**src/rtl/seg_modrm_parser.sv**
```systemverilog
module seg_modrm_parser #(
  parameter int MAX_PFX = 2
) (
  input  logic        clk,
  input  logic        rst,
  input  logic        in_valid,
  input  logic [7:0]  in_byte,
  input  logic        has_modrm,
  output logic        in_ready,
  output logic        rec_valid,
  output logic [7:0]  rec_opcode,
  output logic        rec_dir,
  output logic        rec_wide,
  output logic [1:0]  rec_mod,
  output logic [2:0]  rec_reg,
  output logic [2:0]  rec_rm,
  output logic [15:0] rec_disp,
  output logic        rec_ovr_valid,
  output logic [1:0]  rec_ovr_seg,
  output logic        pfx_err
);
  localparam int CW = $clog2(MAX_PFX + 1);

  typedef enum logic [1:0] {ST_HEAD, ST_MODRM, ST_DLO, ST_DHI} st_t;

  st_t         st;
  logic [CW-1:0] pcnt;
  logic        ov_v;
  logic [1:0]  ov_seg;
  logic [7:0]  op_q;
  logic [1:0]  mod_q;
  logic [2:0]  reg_q, rm_q;
  logic [7:0]  lo_q;

  logic        is_pfx;
  logic [1:0]  ndisp;
  logic        fin;
  logic [7:0]  f_op;
  logic [1:0]  f_mod;
  logic [2:0]  f_reg, f_rm;
  logic [15:0] f_disp;

  assign in_ready = 1'b1;
  assign rec_dir  = rec_opcode[1];
  assign rec_wide = rec_opcode[0];

  assign is_pfx = (in_byte[7:5] == 3'b001) && (in_byte[2:0] == 3'b110);
  assign ndisp  = (in_byte[7:6] == 2'b01) ? 2'd1 :
                  ((in_byte[7:6] == 2'b10) ||
                   (in_byte[7:6] == 2'b00 && in_byte[2:0] == 3'b110)) ? 2'd2 : 2'd0;

  always_comb begin
    fin    = 1'b0;
    f_op   = op_q;
    f_mod  = mod_q;
    f_reg  = reg_q;
    f_rm   = rm_q;
    f_disp = '0;
    case (st)
      ST_HEAD: begin
        fin   = in_valid && !is_pfx && !has_modrm;
        f_op  = in_byte;
        f_mod = '0;
        f_reg = '0;
        f_rm  = '0;
      end
      ST_MODRM: begin
        fin   = in_valid && (ndisp == 2'd0);
        f_mod = in_byte[7:6];
        f_reg = in_byte[5:3];
        f_rm  = in_byte[2:0];
      end
      ST_DLO: begin
        fin    = in_valid && (mod_q == 2'b01);
        f_disp = {{8{in_byte[7]}}, in_byte};
      end
      default: begin
        fin    = in_valid;
        f_disp = {in_byte, lo_q};
      end
    endcase
  end

  always_ff @(posedge clk) begin
    if (rst) begin
      st            <= ST_HEAD;
      pcnt          <= '0;
      ov_v          <= 1'b0;
      ov_seg        <= 2'b00;
      op_q          <= '0;
      mod_q         <= '0;
      reg_q         <= '0;
      rm_q          <= '0;
      lo_q          <= '0;
      rec_valid     <= 1'b0;
      pfx_err       <= 1'b0;
      rec_opcode    <= '0;
      rec_mod       <= '0;
      rec_reg       <= '0;
      rec_rm        <= '0;
      rec_disp      <= '0;
      rec_ovr_valid <= 1'b0;
      rec_ovr_seg   <= 2'b00;
    end else begin
      rec_valid <= 1'b0;
      pfx_err   <= 1'b0;
      if (in_valid) begin
        case (st)
          ST_HEAD: begin
            if (is_pfx) begin
              if (pcnt == CW'(MAX_PFX)) begin
                pfx_err <= 1'b1;
                pcnt    <= '0;
                ov_v    <= 1'b0;
                ov_seg  <= 2'b00;
              end else begin
                pcnt   <= pcnt + 1'b1;
                ov_v   <= 1'b1;
                ov_seg <= in_byte[4:3];
              end
            end else begin
              op_q <= in_byte;
              if (has_modrm) st <= ST_MODRM;
            end
          end
          ST_MODRM: begin
            mod_q <= in_byte[7:6];
            reg_q <= in_byte[5:3];
            rm_q  <= in_byte[2:0];
            if (ndisp != 2'd0) st <= ST_DLO;
          end
          ST_DLO: begin
            lo_q <= in_byte;
            if (mod_q != 2'b01) st <= ST_DHI;
          end
          default: ;
        endcase
      end
      if (fin) begin
        rec_valid     <= 1'b1;
        rec_opcode    <= f_op;
        rec_mod       <= f_mod;
        rec_reg       <= f_reg;
        rec_rm        <= f_rm;
        rec_disp      <= f_disp;
        rec_ovr_valid <= ov_v;
        rec_ovr_seg   <= ov_v ? ov_seg : 2'b00;
        pcnt          <= '0;
        ov_v          <= 1'b0;
        ov_seg        <= 2'b00;
        st            <= ST_HEAD;
      end
    end
  end

  p_excl_r4: assert property (@(posedge clk) disable iff (rst)
    !(rec_valid && pfx_err));
  p_err_cause_r4: assert property (@(posedge clk) disable iff (rst)
    pfx_err |-> $past(in_valid && is_pfx && st == ST_HEAD));
  p_pcnt_r3: assert property (@(posedge clk) disable iff (rst)
    pcnt <= CW'(MAX_PFX));
  p_sext_r10: assert property (@(posedge clk) disable iff (rst)
    (rec_valid && rec_mod == 2'b01) |-> (rec_disp[15:8] == {8{rec_disp[7]}}));
  p_nodisp_r8: assert property (@(posedge clk) disable iff (rst)
    (rec_valid && (rec_mod == 2'b11 || (rec_mod == 2'b00 && rec_rm != 3'b110)))
      |-> (rec_disp == 16'h0000));
  p_accept_r11: assert property (@(posedge clk) disable iff (rst)
    rec_valid |-> $past(in_valid));
  p_noseg_r2: assert property (@(posedge clk) disable iff (rst)
    (rec_valid && !rec_ovr_valid) |-> (rec_ovr_seg == 2'b00));
  p_clear_r12: assert property (@(posedge clk) disable iff (rst)
    rec_valid |-> (!ov_v && pcnt == '0 && st == ST_HEAD));
endmodule

```
**config.mk**
```make
export PLATFORM = sky130hd
export DESIGN_NAME = seg_modrm_parser
export DESIGN_NICKNAME = d
export VERILOG_FILES = /design/src/rtl/seg_modrm_parser.sv
export SDC_FILE = /design/constraint.sdc
export NUM_CORES = 1
export LEC_CHECK = 0
export ABC_AREA = 0
export BUFFER_PORTS_ARGS = -buffer_cell sky130_fd_sc_hd__buf_4
export CORE_ASPECT_RATIO = 1.5
export CORE_MARGIN = 4
export CORE_UTILIZATION = 50
export CTS_CLUSTER_DIAMETER = 200
export CTS_CLUSTER_SIZE = 12
export DETAILED_ROUTE_END_ITERATION = 10
export PLACE_DENSITY = 0.74
export SLEW_MARGIN = 20
export SYNTH_ARGS = -nofsm -noshare
export SYNTH_HDL_FRONTEND = slang
export SYNTH_SLANG_ARGS = --single-unit
```
**constraint.sdc**
```tcl
create_clock -name clk -period 3.4 [get_ports clk]
set_input_delay 0 -clock clk [delete_from_list [all_inputs] [get_ports clk]]
set_output_delay 0 -clock clk [all_outputs]
set_load 0.03 [all_outputs]
```
[Word level (Yosys, flattened, before mapping)]
Cells that the tools add are included.
Word-level totals
  register bits after elaboration: 68
  output and inout port bits: 40
  input bits: 12
  word-level logic and storage cells: 76
Cells by class
  bitwise operators: 3
  add/sub/neg operators: 1
  reduce and logical (&&, ||, !) cells: 22
  muxes and demuxes: 19
  eq/ne operators: 13
Operators with widths (number)
  $pmux 16 s2: 1
  $mux 2: 9
  $pmux 3 s2: 2
  $mux 8: 1
  $ne 2x2->1 const B: 4
  $eq 2x1->1 const B: 3
  $eq 2x2->1 const B: 3
  $logic_and 1x1->1: 6
  $logic_not 2->1: 3
  $pmux 2 s3: 1
  $reduce_and 3->1: 2
  $reduce_and 6->1: 1
  $pmux 2 s2: 1
  $reduce_and 2->1: 2
  $reduce_or 2->1: 2
  $reduce_or 4->1: 1
  $eq 3x1->1 const B: 1
  $eq 3x3->1 const B: 1
  $mux 1: 3
  $not 1->1: 3
  $pmux 1 s3: 1
  $reduce_bool 3->1: 1
  $add 2x1->2 const B: 1
  $logic_not 1->1: 2
  other kinds (3): 3

[Longest topological paths before layout]
  word-level depth: 9
  depth in mapped cells: 9
  depth with buffers taken out: 6

[Least setup slack after synthesis]
No wires, ideal clock.
  path type: register to register
  from: register st[0]
  to: register rec_mod[0]
  setup time: 0.132 ns
  period minus slack after synthesis: 2.068 ns
  path slack: 1.332 ns
  cell stages (with the launch flop): 9
  arrival time: 1.935 ns
  cell sequence: dfxtp_1 > inv_1 > ha_1 > and4b_1 > o21ai_0 > clkbuf_1 > clkbuf_1 > a31o_2 > a21oi_1
Between the ends
  word-level cells in the longest chain between the ends: 2
Ends and longest elaborated chain
  start, declared: line 26  | st_t st;
  start signal, assigned: line 86  | st <= ST_HEAD;
  start signal, assigned: line 123  | if (has_modrm) st <= ST_MODRM;
  start signal, assigned: line 130  | if (ndisp != 2'd0) st <= ST_DLO;
  $eq 2x2->1 (tied with other cells): line 59  | case (st)
  $pmux 1 s3 or $pmux 2 s2 (tied branches): line 59
  end signal, assigned: line 142  | rec_mod <= f_mod;
  end, declared: line 14  | output logic [1:0] rec_mod,
Parallel ways exist; a longest one is shown, timed or not.
A chain may end at the register's enable or synchronous reset.

[Worst setup path in the final report]
  from: register st[1]
  to: register rec_reg[1]
Between the ends
  word-level cells in the longest chain between the ends: 2
Ends and longest elaborated chain
  $eq 2x2->1 (tied with other cells): line 59
  $pmux 1 s3 or $pmux 3 s2 (tied branches): line 59
  end signal, assigned: line 143  | rec_reg <= f_reg;
  end, declared: line 15  | output logic [2:0] rec_reg,
Parallel ways exist; a longest one is shown, timed or not.

==> metrics.yaml <==
outcome:
  status: "complete, no violations"
clocking:
  cts_buffer_depth: 2
  cts_root_buf: "clkbuf_8"
  cts_inserted_buffers: 9
  cts_max_level: 3
  hold_buffers: 8
  cts.sinks: 68
  clkTransAtPathRegs_ps: 80
  cts_resized: 0
  insertion_delay_ps: 350
  cts_tree: "yes"
  post_cts.repair.setup_buffers: 0
timing:
  finalHoldViolCount: 0
  whs_ps: 66.56
  fin_crit_ps: 2601
  rsz0062_at_grt: "false"
  final_max_slew_viol_count: 0
  fin_skew_ps: 10.41
  setup_viol: 0
  worst_slew_pin_slew_ps: 875.7
  setup_tns_ps: 0
  min_period_over_period_pct: 76.50
  maxSlewHeadroom_pct: 41.62
  fmax_mhz: 384.5
synthesis:
  synth_area_leader_cell: "dfxtp_1"
  synthTopCellsByArea: "dfxtp_1 (41%), a21oi_1 (9.4%), mux2i_1 (5.1%)"
  netlist_area_mm2: 0.003354
  ys_seq_elements: 68
  syn_area_per_cell_um2: 8.579
  synth_nets: 407
  synth_edf_count: 0
  yosysWarnings: 0
  synthCells: 391
  ys_seq_area_share_pct: 40.58
  async_flop_share_pct: 0
  synth_top_cell_area_share_pct: 40.58
  ys.flop_type: "dfxtp_1"
  yosysUniqueCellTypes: 42
detailed_routing:
  drtIter0Drc: 151
  route.detailed.drc: 0
  dr.pass1.iters: 5
  antenna_left: 0
  vias: 2937
  drt-vias-per-instance: 5.921
  post_drt_wl_per_cell_um: 15.89
  drt_wl_total_mm: 7.879
hold_path:
  hold_path_class: "in -> reg"
  min_from: "in_valid"
  hold-path-cell-count: 3
  whs_endpoint: "reg_q[1]$_SDFFE_PP0P_"
floorplan:
  core_mm2: 0.006531
  die_y_um: 108.3
  initial_core_util_pct: 51.36
  rows: 36
  die_area_mm2: 0.008110
  die_w_um: 74.88
  io_pins: 52
setup_path:
  critPathKind: "reg -> reg"
  cp-start-kind: "register"
  worstSetupEndpointType: "register"
  r2r_setup_slack_ps: 800
  critPathArrivalTime_ps: 2870
  r2r_end: "rec_reg[1]$_SDFFE_PP0P_"
  reg2regPathDepth: 7
  worstPathMaxFanout: 37
  worstPathRequired_ps: 3670
  r2r-start: "st[1]$_SDFFE_PP0P_"
final_layout:
  layout_commonest_cell: "dfxtp_1"
  mostFrequentLayoutCells: "dfxtp_1 (68), a21oi_1 (63), buf_4 (53)"
  insertedDiodeCount: 0
  fillers: 579
  drive_gt1_share_pct: 23.33
  flow.area_growth_from_synthesis_pct: 17.16
  finalNetCount: 431
  largest_register_ffs: 16
  regMostFlops: "rec_disp"
placement:
  port_buffers: 50
  place.gp.congestion: 0.8644
  dp_hpwl_mm: 5.022
grt:
  grt_pass1_wl_mm: 12.93
  grt_pass1_vias: 2696
  grt_max_degree: 71
  antenna_found_initial: 0
  grt_usage_pct: 20.51
  gr-total-overflow: 0
run:
  drv_cap: 0
power_and_ir_drop:
  power_leakage_uw: 0.001460
  irDropWorstVdd_mv: 0.3280
  power.density_mw_per_mm2: 457.7
## worst max-delay path by stage
stage	from	end	slack, ps	depth (start not counted)
floorplan	st[0]$_SDFFE_PP0P_	rec_mod[0]$_SDFFE_PP0P_	1330	8
global placement	st[0]$_SDFFE_PP0P_	rec_disp[3]$_SDFFE_PP0P_	900	5
detailed placement	st[0]$_SDFFE_PP0P_	rec_rm[0]$_SDFFE_PP0P_	850	7
CTS	st[1]$_SDFFE_PP0P_	rec_opcode[1]$_SDFFE_PP0P_	840	7
global route	st[1]$_SDFFE_PP0P_	rec_rm[1]$_SDFFE_PP0P_	630	7
finish	st[1]$_SDFFE_PP0P_	rec_reg[1]$_SDFFE_PP0P_	800	7
## logic make-up (layout without fill, tap and decap cells)
family                   after synthesis  in the layout  synth area share (%)
AND/OR/NAND/NOR                      144            144                 23.83
AO/OA/AOI/OAI                         99             99                 19.06
flip-flops                            68             68                 40.58
buffers and inverters                 50             79                 7.236
multiplexers                          24             24                 7.423
adder cells (fa/ha/maj)                4              4                 1.492
other                                  1              1                0.1118
XOR/XNOR                               1              1                0.2611
## synth_stat cells (2+ instances only)
| cell | instances |
|---|---|
| nand2_1 | 41 |
| nor2b_1 | 8 |
| nor2_1 | 12 |
| nand2b_1 | 3 |
| nand4_1 | 27 |
| dfxtp_1 | 68 |
| buf_1 | 7 |
| mux2i_1 | 17 |
| buf_4 | 7 |
| mux2_2 | 7 |
| o21ai_0 | 2 |
| nor3_1 | 3 |
| or3_1 | 3 |
| inv_1 | 2 |
| buf_2 | 5 |
| a31o_1 | 2 |
| nor3b_1 | 9 |
| clkbuf_1 | 26 |
| a32o_1 | 8 |
| ha_1 | 4 |
| nand3b_1 | 12 |
| a31o_2 | 17 |
| nand3_1 | 18 |
| buf_6 | 3 |
| a21oi_1 | 63 |
## worst max-delay path: stages, from the launching register on
cell and delay, ps:
dfxtp_1 350, inv_1 80, ha_1 730, nor2b_1 360
o211ai_4 270, buf_4 340, a31o_2 240, a21oi_1 130
## area by class of cell
cell class	instances	area, um^2	share of cell area [%]
clock inverters	4	72.57	1.847
repair buffers	61	478.0	12.16
multi-input cells	273	1770	45.05
clock buffers	12	145.1	3.693
inverters	2	7.507	0.1910
well taps	76	95.09	2.420
flip-flops and latches	68	1361	34.64
## per-stage QoR
| step | instances | instance area (um^2) | worst slack, ps | util (%) | power (uW) |
|---|---|---|---|---|---|
| 4_1_cts | 496 | 3930 | 835.7 | 60.17 | 1817 |
| 3_5_place_dp | 472 | 3632 | 854.2 | 55.61 | 1073 |
| 5_1_grt | 496 | 3930 | 629.8 | 60.17 | 1869 |
| 3_3_place_gp | 472 | 3632 | 896.4 | 55.61 | 1070 |
| 6_report | 496 | 3930 | 799.0 | 60.17 | 1799 |
| 2_1_floorplan | 391 | 3354 | 1332 | - | 1020 |
## per-layer routing
metal	share of wire, %	global-route usage [%]	wire, um
met1	45	26.86	3524
met3	4.8	5.395	377
met5	0	0	0
met4	1.5	6.743	115
met2	49	32.42	3862
## power breakdown
| part | total, uW | switching (uW) | internal [uW] |
|---|---|---|---|
| Clock | 735 | 303 | 432 |
| Combinational | 231 | 147 | 84.7 |
| Sequential | 832 | 13.4 | 819 |
(Power assumes the default switching activity.)
